**src/rtl/uart_rx_err.sv**
```systemverilog
module uart_rx_err #(
  parameter int OSR = 16
) (
  input  logic       clk,
  input  logic       rst_n,
  input  logic       rx_in,
  input  logic       os_tick,
  input  logic       cfg_nine,
  input  logic       cfg_par_en,
  input  logic       cfg_par_odd,
  input  logic       en_full,
  input  logic       en_idle,
  input  logic       en_ovr,
  input  logic       en_noise,
  input  logic       en_frame,
  input  logic       en_par,
  input  logic       rd_data,
  input  logic       clr_stat,
  output logic [8:0] rx_data,
  output logic       flag_full,
  output logic       flag_idle,
  output logic       flag_ovr,
  output logic       flag_noise,
  output logic       flag_frame,
  output logic       flag_par,
  output logic       irq_rx,
  output logic       irq_err
);
  localparam int CW = $clog2(OSR);
  localparam int IW = $clog2(OSR * 11 + 1);
  localparam logic [CW-1:0] C_LO  = CW'(OSR / 2 - 1);
  localparam logic [CW-1:0] C_MID = CW'(OSR / 2);
  localparam logic [CW-1:0] C_HI  = CW'(OSR / 2 + 1);
  localparam logic [CW-1:0] C_TOP = CW'(OSR - 1);

  typedef enum logic [1:0] {HUNT, START, DATA, STOP} st_t;

  st_t           st;
  logic [1:0]    sync_q;
  logic [CW-1:0] cnt;
  logic [3:0]    bitn;
  logic [8:0]    sh;
  logic [IW-1:0] icnt;
  logic          s_lo, s_mid, prev, nz_acc, armed;

  logic          rx_s, maj, nz, at_dec, keep_old, par_bad;
  logic [8:0]    word;
  logic [3:0]    last_bit;
  logic [IW-1:0] ilim;

  assign rx_s     = sync_q[1];
  assign maj      = (s_lo & s_mid) | (s_lo & rx_s) | (s_mid & rx_s);
  assign nz       = (s_lo != s_mid) | (s_mid != rx_s);
  assign at_dec   = (cnt == C_HI);
  assign word     = cfg_nine ? sh : {1'b0, sh[8:1]};
  assign last_bit = cfg_nine ? 4'd8 : 4'd7;
  assign ilim     = cfg_nine ? IW'(OSR * 11) : IW'(OSR * 10);
  assign keep_old = flag_full & ~rd_data;
  assign par_bad  = cfg_par_en & ((^word) != cfg_par_odd);

  assign irq_rx  = (flag_full & en_full) | (flag_idle & en_idle);
  assign irq_err = (flag_ovr & en_ovr) | (flag_noise & en_noise) |
                   (flag_frame & en_frame) | (flag_par & en_par);

  always_ff @(posedge clk or negedge rst_n)
    if (!rst_n) sync_q <= 2'b11;
    else        sync_q <= {sync_q[0], rx_in};

  always_ff @(posedge clk or negedge rst_n) begin
    if (!rst_n) begin
      st         <= HUNT;
      cnt        <= '0;
      bitn       <= '0;
      sh         <= '0;
      icnt       <= '0;
      s_lo       <= 1'b1;
      s_mid      <= 1'b1;
      prev       <= 1'b1;
      nz_acc     <= 1'b0;
      armed      <= 1'b0;
      rx_data    <= '0;
      flag_full  <= 1'b0;
      flag_idle  <= 1'b0;
      flag_ovr   <= 1'b0;
      flag_noise <= 1'b0;
      flag_frame <= 1'b0;
      flag_par   <= 1'b0;
    end else begin
      if (rd_data) begin
        flag_full  <= 1'b0;
        flag_ovr   <= 1'b0;
        flag_noise <= 1'b0;
        flag_frame <= 1'b0;
        flag_par   <= 1'b0;
      end
      if (clr_stat) begin
        flag_idle  <= 1'b0;
        flag_ovr   <= 1'b0;
        flag_noise <= 1'b0;
        flag_frame <= 1'b0;
        flag_par   <= 1'b0;
      end
      if (os_tick) begin
        prev <= rx_s;

        if (st == HUNT && rx_s) begin
          if (icnt != ilim) icnt <= icnt + 1'b1;
          if (armed && icnt == ilim - 1'b1) begin
            flag_idle <= 1'b1;
            armed     <= 1'b0;
          end
        end else begin
          icnt <= '0;
        end

        if (st == HUNT) begin
          if (prev && !rx_s) begin
            st     <= START;
            cnt    <= CW'(1);
            nz_acc <= 1'b0;
          end
        end else begin
          cnt <= (cnt == C_TOP) ? '0 : cnt + 1'b1;
          if (cnt == C_LO)  s_lo  <= rx_s;
          if (cnt == C_MID) s_mid <= rx_s;
          if (at_dec) begin
            case (st)
              START: begin
                if (maj) st <= HUNT;
                else begin
                  st     <= DATA;
                  bitn   <= '0;
                  nz_acc <= nz;
                end
              end
              DATA: begin
                sh     <= {maj, sh[8:1]};
                nz_acc <= nz_acc | nz;
                bitn   <= bitn + 1'b1;
                if (bitn == last_bit) st <= STOP;
              end
              default: begin
                st    <= HUNT;
                armed <= 1'b1;
                if (keep_old) begin
                  flag_ovr <= 1'b1;
                end else begin
                  rx_data    <= word;
                  flag_full  <= 1'b1;
                  flag_noise <= nz_acc | nz;
                  flag_frame <= ~maj;
                  flag_par   <= par_bad;
                end
              end
            endcase
          end
        end
      end
    end
  end
endmodule

```
**config.mk**
```make
export PLATFORM = sky130hd
export DESIGN_NAME = uart_rx_err
export DESIGN_NICKNAME = d
export VERILOG_FILES = /design/src/rtl/uart_rx_err.sv
export SDC_FILE = /design/constraint.sdc
export NUM_CORES = 1
export LEC_CHECK = 0
export ABC_AREA = 1
export BUFFER_PORTS_ARGS = -buffer_cell sky130_fd_sc_hd__buf_2
export CAP_MARGIN = 20
export CORE_UTILIZATION = 35
export DETAILED_ROUTE_END_ITERATION = 10
export PLACE_DENSITY = 0.54
export SLEW_MARGIN = 15
export SYNTH_ARGS = -nofsm -noshare
export SYNTH_HDL_FRONTEND = slang
export SYNTH_SLANG_ARGS = --single-unit
```
**constraint.sdc**
```tcl
create_clock -name clk -period 2.2 [get_ports clk]
set_input_delay 0.22 -clock clk [delete_from_list [all_inputs] [get_ports clk]]
set_output_delay 0.22 -clock clk [all_outputs]
set_load 0.1 [all_outputs]
```
==> results of run 1 <==
-- registers in the layout, indices dropped and copies added, names as in the netlist --
name and count:
armed 1, sh 9, rx_data 9, flag_par 1
nz_acc 1, prev 1, cnt 4, sync_q 2
flag_idle 1, st 2, flag_full 1, flag_noise 1
bitn 4, flag_frame 1, s_mid 1, icnt 8
s_lo 1, flag_ovr 1
-- worst max path at each step --
stage | startpoint | end | slack, ns | depth (start not counted)
floorplan | flag_frame$_DFF_PN0_ | irq_err | 0.14 | 2
global placement | st[0]$_DFFE_PN0P_ | flag_noise$_DFF_PN0_ | 0.37 | 10
detailed placement | st[0]$_DFFE_PN0P_ | flag_noise$_DFF_PN0_ | 0.33 | 10
CTS | st[0]$_DFFE_PN0P_ | flag_noise$_DFF_PN0_ | 0.30 | 10
global route | st[0]$_DFFE_PN0P_ | flag_noise$_DFF_PN0_ | 0.1 | 10
finish | st[0]$_DFFE_PN0P_ | flag_noise$_DFF_PN0_ | 0.32 | 10
-- cells in the final DEF (no fill, tap or decap), drive strengths merged, types with 2 or more instances in the layout --
cell,synthesis,final
a21oi,11,11
a31oi,2,2
buf,8,33
clkbuf,0,8
dfrtp,44,44
dfstp,5,5
ha,11,11
inv,51,51
nand2,129,129
nand3,25,25
nand4,6,6
nor2,17,17
nor3,6,6
o21ai,37,37
o22ai,4,4
xor2,2,2
-- routing by layer --
layer | global-route usage (%) | wire length, µm | share of wire (%) | up-vias
met5 | 0 | 0 | 0 | -
met4 | 5.82 | 79 | 1.4 | 0
met3 | 2.61 | 219 | 3.9 | 8
met2 | 21.8 | 2320 | 42 | 48
met1 | 20.4 | 2940 | 53 | 1042
li1 | - | - | - | 1236
-- cells by family (layout without fill, tap and decap cells) --
group,Yosys count,count (layout),share of synthesized area [%]
and+or+nand+nor,183,183,28.1
buffers and inverters,59,93,9.02
xor gates and xnor gates,3,3,0.952
AOI/OAI and AO/OA,61,61,12.3
adders and majority gates,11,11,4.98
DFF,49,49,44.6
-- what timing repair did --
action	CTS	global route
resized for setup	0	0
hold buffers	1	0
endpoints found under the hold margin	23	0
endpoints found under the setup margin	0	0
-- cells in the mapped netlist (all sizes together) --
library cell    n  area, µm²
nand3          25        130
o21ai          37        185
nor2           17       86.3
o22ai           4       31.3
a22o            1       8.76
dfrtp          44       1100
xnor2           1       8.76
ha             11        138
o41ai           1       8.76
a211oi          1       7.51
buf             8       57.6
o21a            1       7.51
o31ai           1       7.51
inv            51        191
nand2         129        492
dfstp           5        131
a21oi          11       55.1
o2111ai         1       8.76
a21o            1       7.51
a31oi           2       12.5
nand4           6       37.5
xor2            2       17.5
nor3            6       30.0
-- through the flow --
step           utilization (%)  setup WS [ns]  hold slack [ns]  cell area (µm²)
3_5_place_dp              39.2          0.335            0.272             3010
2_1_floorplan                -          0.143          -0.0756             2760
4_1_cts                   40.4          0.296          0.00166             3100
6_report                  40.4          0.317           0.0119             3100
5_1_grt                   40.4         0.0991          0.00800             3100
3_3_place_gp              39.2          0.374            0.269             3010
-- cell type report --
type                    count  area, µm²  area share [%]
clock buffers               8       80.1            2.58
inverters                  51        191            6.17
multi-input cells         258       1280            41.2
flip-flops and latches     49       1230            39.7
well taps                 102        128            4.11
repair buffers             34        193            6.21
-- report_power, final --
group | internal [W] | switching [W] | total, W
Combinational | 0.000398 | 0.00128 | 0.00168
Sequential | 0.00114 | 0.000154 | 0.00129
Clock | 0.000227 | 0.000290 | 0.000517
Total | 0.00176 | 0.00172 | 0.00349
==> summary.txt, run 1 <==
Result of the run - finished, final reports clean
Critical Path AT - 2.05 ns
Detail Placement HPWL - 4130 µm
N_diodes - 0
Portion of the post-synthesis area used by sequential elements - 44.6%
Min-Delay Path Depth - 1
Max stage delay on crit path - 0.38 ns
Number of port buffers - 31
Clock transition at the registers of the reported paths - 0.08 ns
Count of different cell masters after synthesis - 31
Worst skew pair latency - 0.30 ns
Setup slack of the worst register-to-register path - 0.32 ns
First-pass GRT wire length - 9690 µm
Clock skew after layout - 0.00607 ns
Via count of the first global-routing pass - 2129
Layout filler cell count - 814
Remaining global-route overflow - 0
Fmax achieved - 0.531 GHz
Detail-routed net length per standard cell - 11.1 µm
Number of antenna violations at the first check in global routing - 0
Worst Hold Endpoint - sync_q[0]$_DFF_PN1_
Tightest slew margin relative to the limit - 58.9%
Routed wire length - 5560 µm
Synthesized cell area - 0.00276 mm²
Layout overhead on the synthesized area - 12.4%
Worst vdd rail ir drop - 0.444 mV
Number of top-level design ports - 32
Cell depth of the worst flop-to-flop path - 10
Number of pins with negative max-slew slack in the final report - 0
Count of endpoints failing setup in the final report - 0
CORE AREA - 0.00769 mm²
Cell with the most instances on the worst path - sky130_fd_sc_hd__nor2_4
Number of setup buffers added after CTS - 0
Total Nets Final - 425
Setup repair after global routing missed its margin - false
Clock sink count - 49
Number of violations reported at the end of detailed-routing iteration 0 - 144
Category of cells accounting for the largest share of critical-path delay - simple AND/OR/NAND/NOR gates
Final Critical Period - 1.88 ns
Final TNS setup - 0 ns
Hold wc startpoint - rx_in
Setup crit start kind - register
TritonCTS clock tree - yes
Startpoint of the worst-slack reg-to-reg timing path - st[0]$_DFFE_PN0P_
Die Wd - 90.8 µm
Hold violation total from the final report - 0
Num CTS Buffers - 5
Number of warnings issued by yosys - 0
Overall global routing resource usage - 14.5%
DRC errors left - 0
FF+latch count, synth - 49
Transition time at the pin with the least slew margin - 0.617 ns
Worst Path Required - 2.37 ns
Path type of the worst min-delay path - in -> reg
Starting Density - 35.9%
Global placer's final weighted congestion - 0.835
Number of nets still failing antenna checks after routing - 0
Pin count of the biggest net entering global routing - 27
Post-Syn Instances - 366
Total leakage power - 1.59 nW
Cell Pwr Density - 1120 mW/mm²
Dpl cells - 493
Layout cells sized above 1 - 14.2%
Cell-by-cell listing of the critical path - inv_1, ha_1, nor2_4, inv_2, nor2_4, inv_2, nor2_4, nand2_2, nand3_1, o22ai_1
Clock tree root driver cell - sky130_fd_sc_hd__clkbuf_8
Count of max-cap constraint violations - 0
Synthesized Nets - 392
Die area - 0.00825 mm²
Maximum root-to-sink buffer count - 2
Slowest stage cell, crit path - sky130_fd_sc_hd__dfrtp_1
Crit share post-route - 85.6%
Mean instance size in the synthesized netlist - 7.54 µm²
Cell Rows - 32
Highest net fanout along the worst path - 23
Detailed-routing iteration count for the pre-antenna-repair pass - 4
Class of the most critical setup path - reg -> reg
Vias per std cell - 4.65
Number of cells in the finished layout apart from fillers - 502
RR Endpoint - flag_noise$_DFF_PN0_
CTS H-tree lvls - 2
Vias after detailed routing - 2334
Worst Path Buf+Inv - 3
Vertical extent of the die - 90.8 µm
Kind of end point of the critical path - register
Post-route total power - 0.00349 W
No activity file was read; power rests on OpenSTA's default activity.
==> run 2: changes to the inputs <==
--- a/config.mk
+++ b/config.mk
@@ -5,12 +5,11 @@
 export SDC_FILE = /design/constraint.sdc
 export NUM_CORES = 1
 export LEC_CHECK = 0
-export ABC_AREA = 1
 export BUFFER_PORTS_ARGS = -buffer_cell sky130_fd_sc_hd__buf_2
 export CAP_MARGIN = 20
 export CORE_UTILIZATION = 35
 export DETAILED_ROUTE_END_ITERATION = 10
-export PLACE_DENSITY = 0.54
+export PLACE_DENSITY = 0.55
 export SLEW_MARGIN = 15
 export SYNTH_ARGS = -nofsm -noshare
 export SYNTH_HDL_FRONTEND = slang
==> run 2 against run 1 <==
Against the previous run:
- largest power group unchanged
- critical endpoint is now rx_data[0]$_DFFE_PN0P_
- critical path type unchanged
- total power shrank 7.8%
- fmax shrank 4.5%
- sequential share of layout area grew 0.85 points
- clock skew grew 0.00094 ns
- highest routed layer unchanged
- sequential power shrank 5%
- non-clock buffer count grew 2
- final cell count shrank 24%
- die area shrank 4.5%
- hold slack gained 0.090 ns
- wire length shrank 9.7%
- combinational power shrank 20%
==> summary.txt, run 2 <==
Overall global routing resource usage - 14.3%
Fmax achieved - 0.507 GHz
Pin count of the biggest net entering global routing - 28
Hold violation total from the final report - 0
Number of warnings issued by yosys - 0
Category of cells accounting for the largest share of critical-path delay - simple AND/OR/NAND/NOR gates
CORE AREA - 0.00725 mm²
Final Critical Period - 1.97 ns
Worst skew pair latency - 0.30 ns
Sequential Area - 0.00123 mm²
Placement-stage worst setup slack - 0.254 ns
CTS H-tree lvls - 2
Global placer's final weighted congestion - 0.746
Transition time at the pin with the least slew margin - 0.557 ns
RR Endpoint - rx_data[0]$_DFFE_PN0P_
First-pass GRT wire length - 8630 µm
Clock skew after layout - 0.00700 ns
Startpoint of the worst-slack reg-to-reg timing path - st[0]$_DFFE_PN0P_
Number of antenna violations at the first check in global routing - 0
Highest net fanout along the worst path - 24
Cell Rows - 31
Maximum root-to-sink buffer count - 2
Number of pins with negative max-slew slack in the final report - 0
Worst vdd rail ir drop - 0.459 mV
Post-route cell area - 0.00304 mm²
Number of violations reported at the end of detailed-routing iteration 0 - 119
Tightest slew margin relative to the limit - 62.8%
Most area-hungry cell type in the Yosys netlist - sky130_fd_sc_hd__dfrtp_1
Setup repair after global routing missed its margin - false
Number of port buffers - 31
Number of setup buffers added after CTS - 0
TritonCTS clock tree - yes
Clock sink count - 49
Cell with the most instances after synthesis - sky130_fd_sc_hd__dfrtp_1
Biggest registers after layout - rx_data x9, sh x9, icnt x8
Final setup slack of the worst path - 0.228 ns
Starting Density - 36.3%
Multi-input combinational cell area - 0.00131 mm²
Most used flip-flop cell after synthesis - sky130_fd_sc_hd__dfrtp_1
Number of top-level design ports - 32
Detailed-routing iteration count for the pre-antenna-repair pass - 4
Max stage delay on crit path - 0.38 ns
Setup slack of the worst register-to-register path - 0.23 ns
Count of endpoints failing setup in the final report - 0
Total Nets Final - 310
Top library cells by usage in the layout, fill and taps aside - sky130_fd_sc_hd__dfrtp_1, sky130_fd_sc_hd__buf_2, sky130_fd_sc_hd__nand2_1, sky130_fd_sc_hd__nor2_1, sky130_fd_sc_hd__o21ai_0
Count of different cell masters after synthesis - 51
Post-Syn Instances - 248
Synthesized cell area - 0.00263 mm²
Layout cells sized above 1 - 26.3%
Mean instance size in the synthesized netlist - 10.6 µm²
Kind of end point of the critical path - register
Total cell area at the placement stage - 0.00290 mm²
Setup crit start kind - register
Critical Path Sink - rx_data[0]$_DFFE_PN0P_
Clock tree root driver cell - sky130_fd_sc_hd__clkbuf_8
Levels on crit path - 7
Cell Pwr Density - 1060 mW/mm²
Final TNS setup - 0 ns
Count of max-cap constraint violations - 0
Worst Path Required - 2.43 ns
Cell depth of the worst flop-to-flop path - 7
Biggest area contributors in the synthesized netlist - sky130_fd_sc_hd__dfrtp_1, sky130_fd_sc_hd__ha_1, sky130_fd_sc_hd__dfstp_2
Portion of the post-synthesis area used by sequential elements - 46.8%
Crit path launch - st[0]$_DFFE_PN0P_
Total leakage power - 1.42 nW
Vias per std cell - 4.91
Synthesized Nets - 274
Post-synth EDFFs - 0
Post-synth top area share - 41.8%
Class of the most critical setup path - reg -> reg
Hold wc startpoint - clr_stat
Die Wd - 88.7 µm
Routed wire length - 5020 µm
Critical Path AT - 2.21 ns
Worst Path Buf+Inv - 1
Path type of the worst min-delay path - in -> reg
Vertical extent of the die - 88.7 µm
Result of the run - finished, final reports clean
Fraction of the core area covered by cells at the end of the flow - 41.9%
Detail Placement HPWL - 3670 µm
Slowest stage cell, crit path - sky130_fd_sc_hd__or3_4
Die area - 0.00788 mm²
Min-Delay Path Depth - 2
Layout overhead on the synthesized area - 15.4%
N_diodes - 0
Commonest non-fill, non-tap cell in the layout - sky130_fd_sc_hd__dfrtp_1
DRC errors left - 0
Layout filler cell count - 698
Crit share post-route - 89.7%
Via count of the first global-routing pass - 1866
Number of nets still failing antenna checks after routing - 0
FF+latch count, synth - 49
Post-synthesis async set-or-reset flop share - 100%
Clock transition at the registers of the reported paths - 0.09 ns
Detail-routed net length per standard cell - 13.1 µm
Leading cell types by count after synthesis - sky130_fd_sc_hd__dfrtp_1, sky130_fd_sc_hd__nand2_1, sky130_fd_sc_hd__nor2_1
Num CTS Buffers - 5
Vias after detailed routing - 1884
Cell-by-cell listing of the critical path - inv_1, ha_1, nand2b_4, or3_4, nor2_8, nor2_1, a31oi_1
Remaining global-route overflow - 0
[run 2: cell types whose count changed after synthesis, sizes merged, moves of 4 or more]
cell	change
inv	-37
nand4	-5
xnor2	+5
nand3	-17
o22ai	-4
o21ai	-18
or3	+4
a21oi	+5
a22o	+4
nand2	-103
mux2	+10
mux2i	+9
[run 2: kinds of logic after synthesis]
logic type / synth area share [%]
simple gates: 16.4
compound gates: 15.0
flops: 46.8
buf+inv: 3.85
mux: 7.70
xor+xnor: 5.04
fa+ha+maj: 5.23
[run 2: final cells by class]
type                    count  share of cell area [%]
inverters                  14                    1.73
clock inverters             3                    1.52
multi-input cells         178                    42.9
well taps                  99                    4.08
clock buffers               5                    2.26
flip-flops and latches     49                    40.6
repair buffers             36                    6.92
[run 2: repair_timing]
item	in CTS	in global routing
hold buffers	2	0
gates resized for setup	0	1
endpoints found under the setup margin	0	1
endpoints found under the hold margin	20	0
[run 2: how the worst min path moves through the flow]
stage,endpoint
5_1_grt,flag_idle$_DFF_PN0_
3_3_place_gp,icnt[2]$_DFFE_PN0P_
3_5_place_dp,icnt[2]$_DFFE_PN0P_
4_1_cts,flag_idle$_DFF_PN0_
2_1_floorplan,armed$_DFFE_PN0P_
6_report,flag_idle$_DFF_PN0_
[run 2: worst reg2reg max path: stages (launching register included)]
cell                       delay [ns]
sky130_fd_sc_hd__dfrtp_1         0.37
sky130_fd_sc_hd__inv_1           0.08
sky130_fd_sc_hd__ha_1            0.32
sky130_fd_sc_hd__nand2b_4        0.23
sky130_fd_sc_hd__or3_4           0.38
sky130_fd_sc_hd__nor2_8          0.32
sky130_fd_sc_hd__nor2_1          0.08
sky130_fd_sc_hd__a31oi_1         0.13
[run 2: per-layer routing]
metal | vias up | track usage, % | routed length, µm
met4 | 0 | 4.84 | 75
met1 | 899 | 19.9 | 2530
met3 | 6 | 3.08 | 200
met2 | 39 | 22.2 | 2210
met5 | - | 0 | 0
li1 | 940 | - | -
[run 2: per-stage QoR]
step                power (W)  hold slack (ns)  std cells
floorplan             0.00231          -0.0756        248
global placement      0.00258            0.245        374
detailed placement    0.00259            0.249        374
CTS                   0.00326           0.0939        384
global route          0.00343            0.125        384
finish                0.00322            0.102        384
[run 2: power by group]
part           switching [W]  internal [W]
Clock               0.000309      0.000340
Combinational       0.000995      0.000357
Sequential          0.000139       0.00108
Total                0.00144       0.00177
